**src/rtl/ddr_burst4_sram.sv**
```systemverilog
module ddr_burst4_sram #(
  parameter int AW = 6,
  parameter int DW = 9
) (
  input  logic          clk2x,
  input  logic          rst_n,
  output logic          rise_ph,
  input  logic          sel_a,
  input  logic          sel_b,
  input  logic          go,
  input  logic          wr,
  input  logic [AW-1:0] addr,
  input  logic [DW-1:0] din,
  output logic [DW-1:0] dout,
  output logic          dout_vld,
  output logic          echo_clk
);
  localparam int IW    = AW + 2;
  localparam int WORDS = 1 << IW;

  logic          ph, act, op_wr, fv, dv, eq;
  logic [1:0]    beat;
  logic [AW-1:0] base;
  logic [DW-1:0] fq, dq;
  logic [DW-1:0] mem [WORDS];

  wire          free = !act || beat == 2'd3;
  wire          take = rise_ph && go && sel_a && sel_b && free;
  wire [IW-1:0] idx  = {base, beat};

  assign rise_ph  = ~ph;
  assign dout     = dq;
  assign dout_vld = dv;
  assign echo_clk = eq;

  always_ff @(posedge clk2x)
    if (act && op_wr) mem[idx] <= din;

  always_ff @(posedge clk2x or negedge rst_n) begin
    if (!rst_n) begin
      ph    <= 1'b0;
      eq    <= 1'b0;
      act   <= 1'b0;
      op_wr <= 1'b0;
      beat  <= 2'd0;
      base  <= '0;
      fv    <= 1'b0;
      dv    <= 1'b0;
      fq    <= '0;
      dq    <= '0;
    end else begin
      ph <= ~ph;
      eq <= ~ph;
      fv <= act && !op_wr;
      if (act && !op_wr) fq <= mem[idx];
      dq <= fq;
      dv <= fv;
      if (take) begin
        act   <= 1'b1;
        beat  <= 2'd0;
        base  <= addr;
        op_wr <= wr;
      end else if (act) begin
        beat <= beat + 2'd1;
        if (beat == 2'd3) act <= 1'b0;
      end
    end
  end

  AST_ECHO_TOGGLE: assert property (@(posedge clk2x) disable iff (!rst_n)
    $past(rst_n) |-> echo_clk != $past(echo_clk));
  AST_FIRST_BEAT_HIGH: assert property (@(posedge clk2x) disable iff (!rst_n)
    $rose(dout_vld) |-> echo_clk);
  AST_FOUR_BEATS: assert property (@(posedge clk2x) disable iff (!rst_n)
    $rose(dout_vld) |=> dout_vld ##1 dout_vld ##1 dout_vld);
  AST_ACCEPT_GATED: assert property (@(posedge clk2x) disable iff (!rst_n)
    $rose(act) |-> $past(sel_a && sel_b && go && rise_ph));
  AST_BURST_HOLD: assert property (@(posedge clk2x) disable iff (!rst_n)
    (act && beat != 2'd3) |=> $stable(base) && $stable(op_wr) && beat == $past(beat) + 2'd1);
endmodule

```
**config.mk**
```make
export PLATFORM = sky130hd
export DESIGN_NAME = ddr_burst4_sram
export DESIGN_NICKNAME = d
export VERILOG_FILES = /design/src/rtl/ddr_burst4_sram.sv
export SDC_FILE = /design/constraint.sdc
export NUM_CORES = 2
export LEC_CHECK = 0
export BUFFER_PORTS_ARGS = -buffer_cell sky130_fd_sc_hd__buf_4
export CAP_MARGIN = 0
export CORE_ASPECT_RATIO = 0.75
export CORE_MARGIN = 5
export CORE_UTILIZATION = 62
export CTS_BUF_LIST = sky130_fd_sc_hd__clkbuf_8
export DETAILED_ROUTE_END_ITERATION = 10
export PLACE_DENSITY = 0.78
export SYNTH_ARGS = -nofsm -noshare
export SYNTH_HDL_FRONTEND = slang
export SYNTH_SLANG_ARGS = --single-unit
```
**constraint.sdc**
```tcl
create_clock -name clk2x -period 5.7 [get_ports clk2x]
set_input_delay 0.57 -clock clk2x [delete_from_list [all_inputs] [get_ports clk2x]]
set_output_delay 0.57 -clock clk2x [all_outputs]
set_load 0.01 [all_outputs]
```
# ---- After elaboration in Yosys (flattened, before gate mapping)
# Memory sizes are Yosys's and may differ from the RTL's. A register that Yosys moved wholly into a read port is not among the register bits.
# Cells that the tools add are included.
dict set report totals {
  mem_bits_rw 2304
  out_inout_bits 12
  register_bits 22
  memories 1
}
dict set report classes {
  mux 7
  n_reduce_logical 11
  n_bitwise 1
  n_eq_ne 1
  n_addsub 1
}
# memory words word_bits rd rd_ports_with_merged_regs wr line_no
set mem_list {}
lappend mem_list {mem 256 9 1 1 1 25} ;# logic [DW-1:0] mem [WORDS];
# cell count
set ops {}
lappend ops {{logical AND 1 bit} 6}
lappend ops {{2-to-1 mux 1 bit} 5}
lappend ops {{2-to-1 mux 2 bit} 2}
lappend ops {{logical NOT 1 bit} 3}
lappend ops {{adder 2 x 1 -> 2 bit, second input constant} 1}
lappend ops {{== test 2 bit, second input constant} 1}
lappend ops {{nonzero test 2 bit} 1}
lappend ops {{logical OR 1 bit} 1}
lappend ops {{inverter 1 bit} 1}

# ---- Longest topological paths before layout
dict set report depth {
  word_depth 6
  ltp_mapped 12
  ltp_nobuf 7
}

# ---- Least setup slack after synthesis
# OpenSTA, ideal clock, no wires.
dict set report synth_timing {
  path_type {flip-flop to flip-flop}
  start {register beat[0]}
  end {memory mem[106][0] (enable)}
  t_required_ns 5.326
  slack_ns 2.791
  path_buffers 6
  t_arrival_ns 2.535
  stages_incl_launch_ff 12
  cell_sequence {dfrtp_1 buf_6 buf_6 buf_6 inv_1 buf_4 buf_2 ha_1 and3_1 nand2_1 clkbuf_1 nor2_1}
}
# element line_no
set synth_lines {}
lappend synth_lines {{from (decl)} 22} ;# logic [1:0] beat;
lappend synth_lines {{from (signal assigned)} 64} ;# beat <= beat + 2'd1;
lappend synth_lines {{to (decl)} 25}
# No word-level cell before the write port.

==> summary.txt <==
Run status
  – Status: completed

Floorplanning
  – Die Height: approximately 340 µm
  – Die X-Extent: around 450 µm
  – Starting density of the core: 62.3%
  – Core Rows: roughly 120
  – Die ar.: approximately 0.15 mm²
  – Top Ports: 33
  – Core ar.: 0.145 mm²

Clock tree
  – Post-CTS setup buffer count: 0
  – Clk sink count: between 2000 and 2500
  – CTS clk-pin slew, worst paths: around 0.070 ns
  – Maximum clock path buffer count: 4
  – Clk_lat worst skew: roughly 1.1 ns
  – H-tree lvl count: 5
  – Clk root buf: clkbuf_8
  – CTS buffer count: 346
  – CTS tree: done

Logic synthesis
  – Synthesized cell area: 0.0902 mm²
  – Mapped Avg Cell Area: ~21 µm²
  – Fraction of registers with async set/reset: approximately 1.3%
  – Sequential-to-total area share from yosys stat: 77.5%
  – Number of synthesized flops with an enable pin: between 2000 and 2500
  – Top FF cell, synth: edfxtp_1
  – Syn nets: 4240
  – Synth unique cells: 62
  – Warnings, synthesis: 0
  – Cells after Synth: 4215
  – Register bit total from synthesis: around 2300

STA
  – RSZ-0062 raised after global routing: no
  – Maximum clock rate: approximately 0.22 GHz
  – Fin Hold WS: roughly 0.064 ns
  – Worst Tran Pin Value: between 1 and 1.5 ns
  – Clk_skew: between 0.06 and 0.07 ns
  – Fin crit share: about four fifths
  – Slew headroom: 7.31%
  – Setup violators final: 0
  – Fin. max-slew vios: 0
  – Final Hold Fails: 0
  – Total negative slack: 0 ns
  – Tmin final: between 4 and 5 ns
  – Final worst slack: about 1.2 ns

Worst setup path
  – Worst EP required: between 6 and 7 ns
  – FF-to-FF setup slack: ~1.2 ns
  – R2R Path End: fq[2]
  – CP Launch Type: flip-flop
  – Worst Setup End Kind: flip-flop
  – R2R cell count: 7
  – Worst Path Max Fanout: 45
  – Critical Setup Path Class: flip-flop to flip-flop
  – CP arrival: roughly 5.4 ns
  – RR Startpoint: beat[0]
  – Worst setup path start: beat[0]
  – End point of the critical path: fq[2]

Global route
  – Grt ovf: 0
  – Initial antenna violation count: 8
  – Global-route usage over all layers: a little under a third
  – Largest net degree at the start of global routing: around 230
  – First-pass GRT wire length: around 330000 µm
  – Vias in the first global route: approximately 46000

Power and ir drop
  – Pwr Total: 44.1 mW
  – Peak supply drop: about 420 µV
  – P per Cell Area: roughly 450 mW/mm²
  – Pleak: 30.9 nW

Place
  – Port Buffers: 32
  – RePlAce Congestion: around 0.93
  – Pre-CTS setup slack: approximately 1.3 ns
  – DP HPWL: approximately 140000 µm

Worst hold path
  – Worst Hold Class: input pin to flip-flop

Finish
  – Fillers: approximately 8500
  – Most common cell after layout, fill and taps aside: edfxtp_1
  – Register area: 0.0700 mm²
  – Nets@finish: roughly 4500
  – Post-Route Utilization: 68.2%
  – Share of layout cells above drive strength 1: between 20 and 25%
  – Area growth, synth to finish: 9.55%
  – Most frequent cells in the layout: edfxtp_1, mux4_2, clkbuf_8
  – Multi-input gate area: ~0.019 mm²

Flow run
  – Max-capacitance violation count: 0

Detailed routing
  – Initial DRC count: between 8000 and 9000
  – DRT Pass-1 Iters: 7
  – DRT Wirelength: 232000 µm
  – Vias: approximately 47000
  – WL/cell: around 35 µm
  – Vias per cell: 7.02
  – DRC errors left: 0
  – Detail Route Antenna Nets: 0
==> cell usage after synthesis, types with 13 or more instances <==
cell type / number / area share, %
o22ai_1: 74 / 0.51
mux4_2: 550 / 14
o21ai_0: 21 / 0.12
nor3_1: 24 / 0.13
buf_1: 17 / 0.071
nor2b_1: 13 / 0.090
nand3_1: 39 / 0.22
a31oi_1: 16 / 0.11
nor2_1: 295 / 1.2
a22oi_1: 54 / 0.45
clkbuf_1: 83 / 0.35
mux2i_1: 130 / 1.4
edfxtp_1: 2304 / 77
buf_6: 26 / 0.32
buf_4: 52 / 0.43
a32oi_1: 33 / 0.32
dfrtp_1: 31 / 0.86
o221ai_1: 15 / 0.15
o22a_1: 15 / 0.15
nand2_1: 181 / 0.75
buf_2: 61 / 0.34
a21oi_1: 39 / 0.22
==> stage by stage <==
step           std cells  cell area [µm²]
2_1_floorplan       4215            90200
3_3_place_gp        6046            92700
3_5_place_dp        6046            92700
4_1_cts             6649            98800
5_1_grt             6651            98800
6_report            6661            98900
==> registers in the layout, indices dropped and copies added (netlist names) <==
signal,count
base,6
fv,1
dout_vld,1
mem,2304
fq,9
beat,2
dout,9
op_wr,1
echo_clk,1
act,1
==> metal layers <==
metal | up-vias | share of wire, % | global-route usage [%]
met3 | 658 | 17 | 12.4
li1 | 18200 | - | -
met4 | 6 | 4.2 | 11.3
met1 | 23900 | 36 | 44.5
met5 | - | 0.020 | 0
met2 | 3992 | 43 | 42.5
==> how the worst min path moves through the flow <==
stage | slack (ns) | end | startpoint | depth (start not counted)
floorplan | 0.27 | act | rst_n | 0
finish | 0.06 | mem[94][7] | din[7] | 1
detailed placement | 0.34 | dout_vld | fv | 0
global route | 0.03 | mem[95][7] | din[7] | 1
CTS | 0.005 | mem[61][7] | din[7] | 1
global placement | 0.33 | dout_vld | fv | 0
==> repair_timing <==
action,CTS,global route
hold buffers,11,0
setup endpoints to repair,0,0
gates resized for setup,0,0
endpoints found under the hold margin,132,0
==> cells by family (layout without fill, tap and decap cells) <==
logic type	Yosys count	count (layout)	synth area share, %
DFF	2335	2335	77.5
muxes	691	691	15.4
other	0	12	0
adders and majority gates	4	4	0.0555
and+or+nand+nor	614	614	2.88
xor gates and xnor gates	1	1	0.00971
AOI/OAI and AO/OA	317	317	2.48
buffers and inverters	253	781	1.66
==> worst max-delay path: stages, from the launching register on <==
cell	delay, ns
dfrtp_4	0.86
buf_4	0.77
mux4_2	0.65
mux4_2	0.54
nand3_1	0.11
o21ai_0	0.35
nor4_1	0.87
o21ai_1	0.10
==> where the power goes <==
part           internal (mW)  total (mW)  switching (mW)
combinational           4.77        12.6            7.78
sequential              19.0        19.3           0.306
clock                   6.04        12.2            6.19
total                   29.8        44.1            14.3
==> area by class of cell <==
cell class                      instances  share of cell area [%]
Sequential cell                      2335                    70.8
Multi-Input combinational cell       1627                    19.0
Clock buffer                          356                    4.96
Tap cell                             1906                    2.41
Timing Repair Buffer                  181                    1.63
Clock inverter                        236                    1.13
Inverter                                8                  0.0354
Antenna cell                           12                  0.0304
Power figures use the tool's default switching activity.
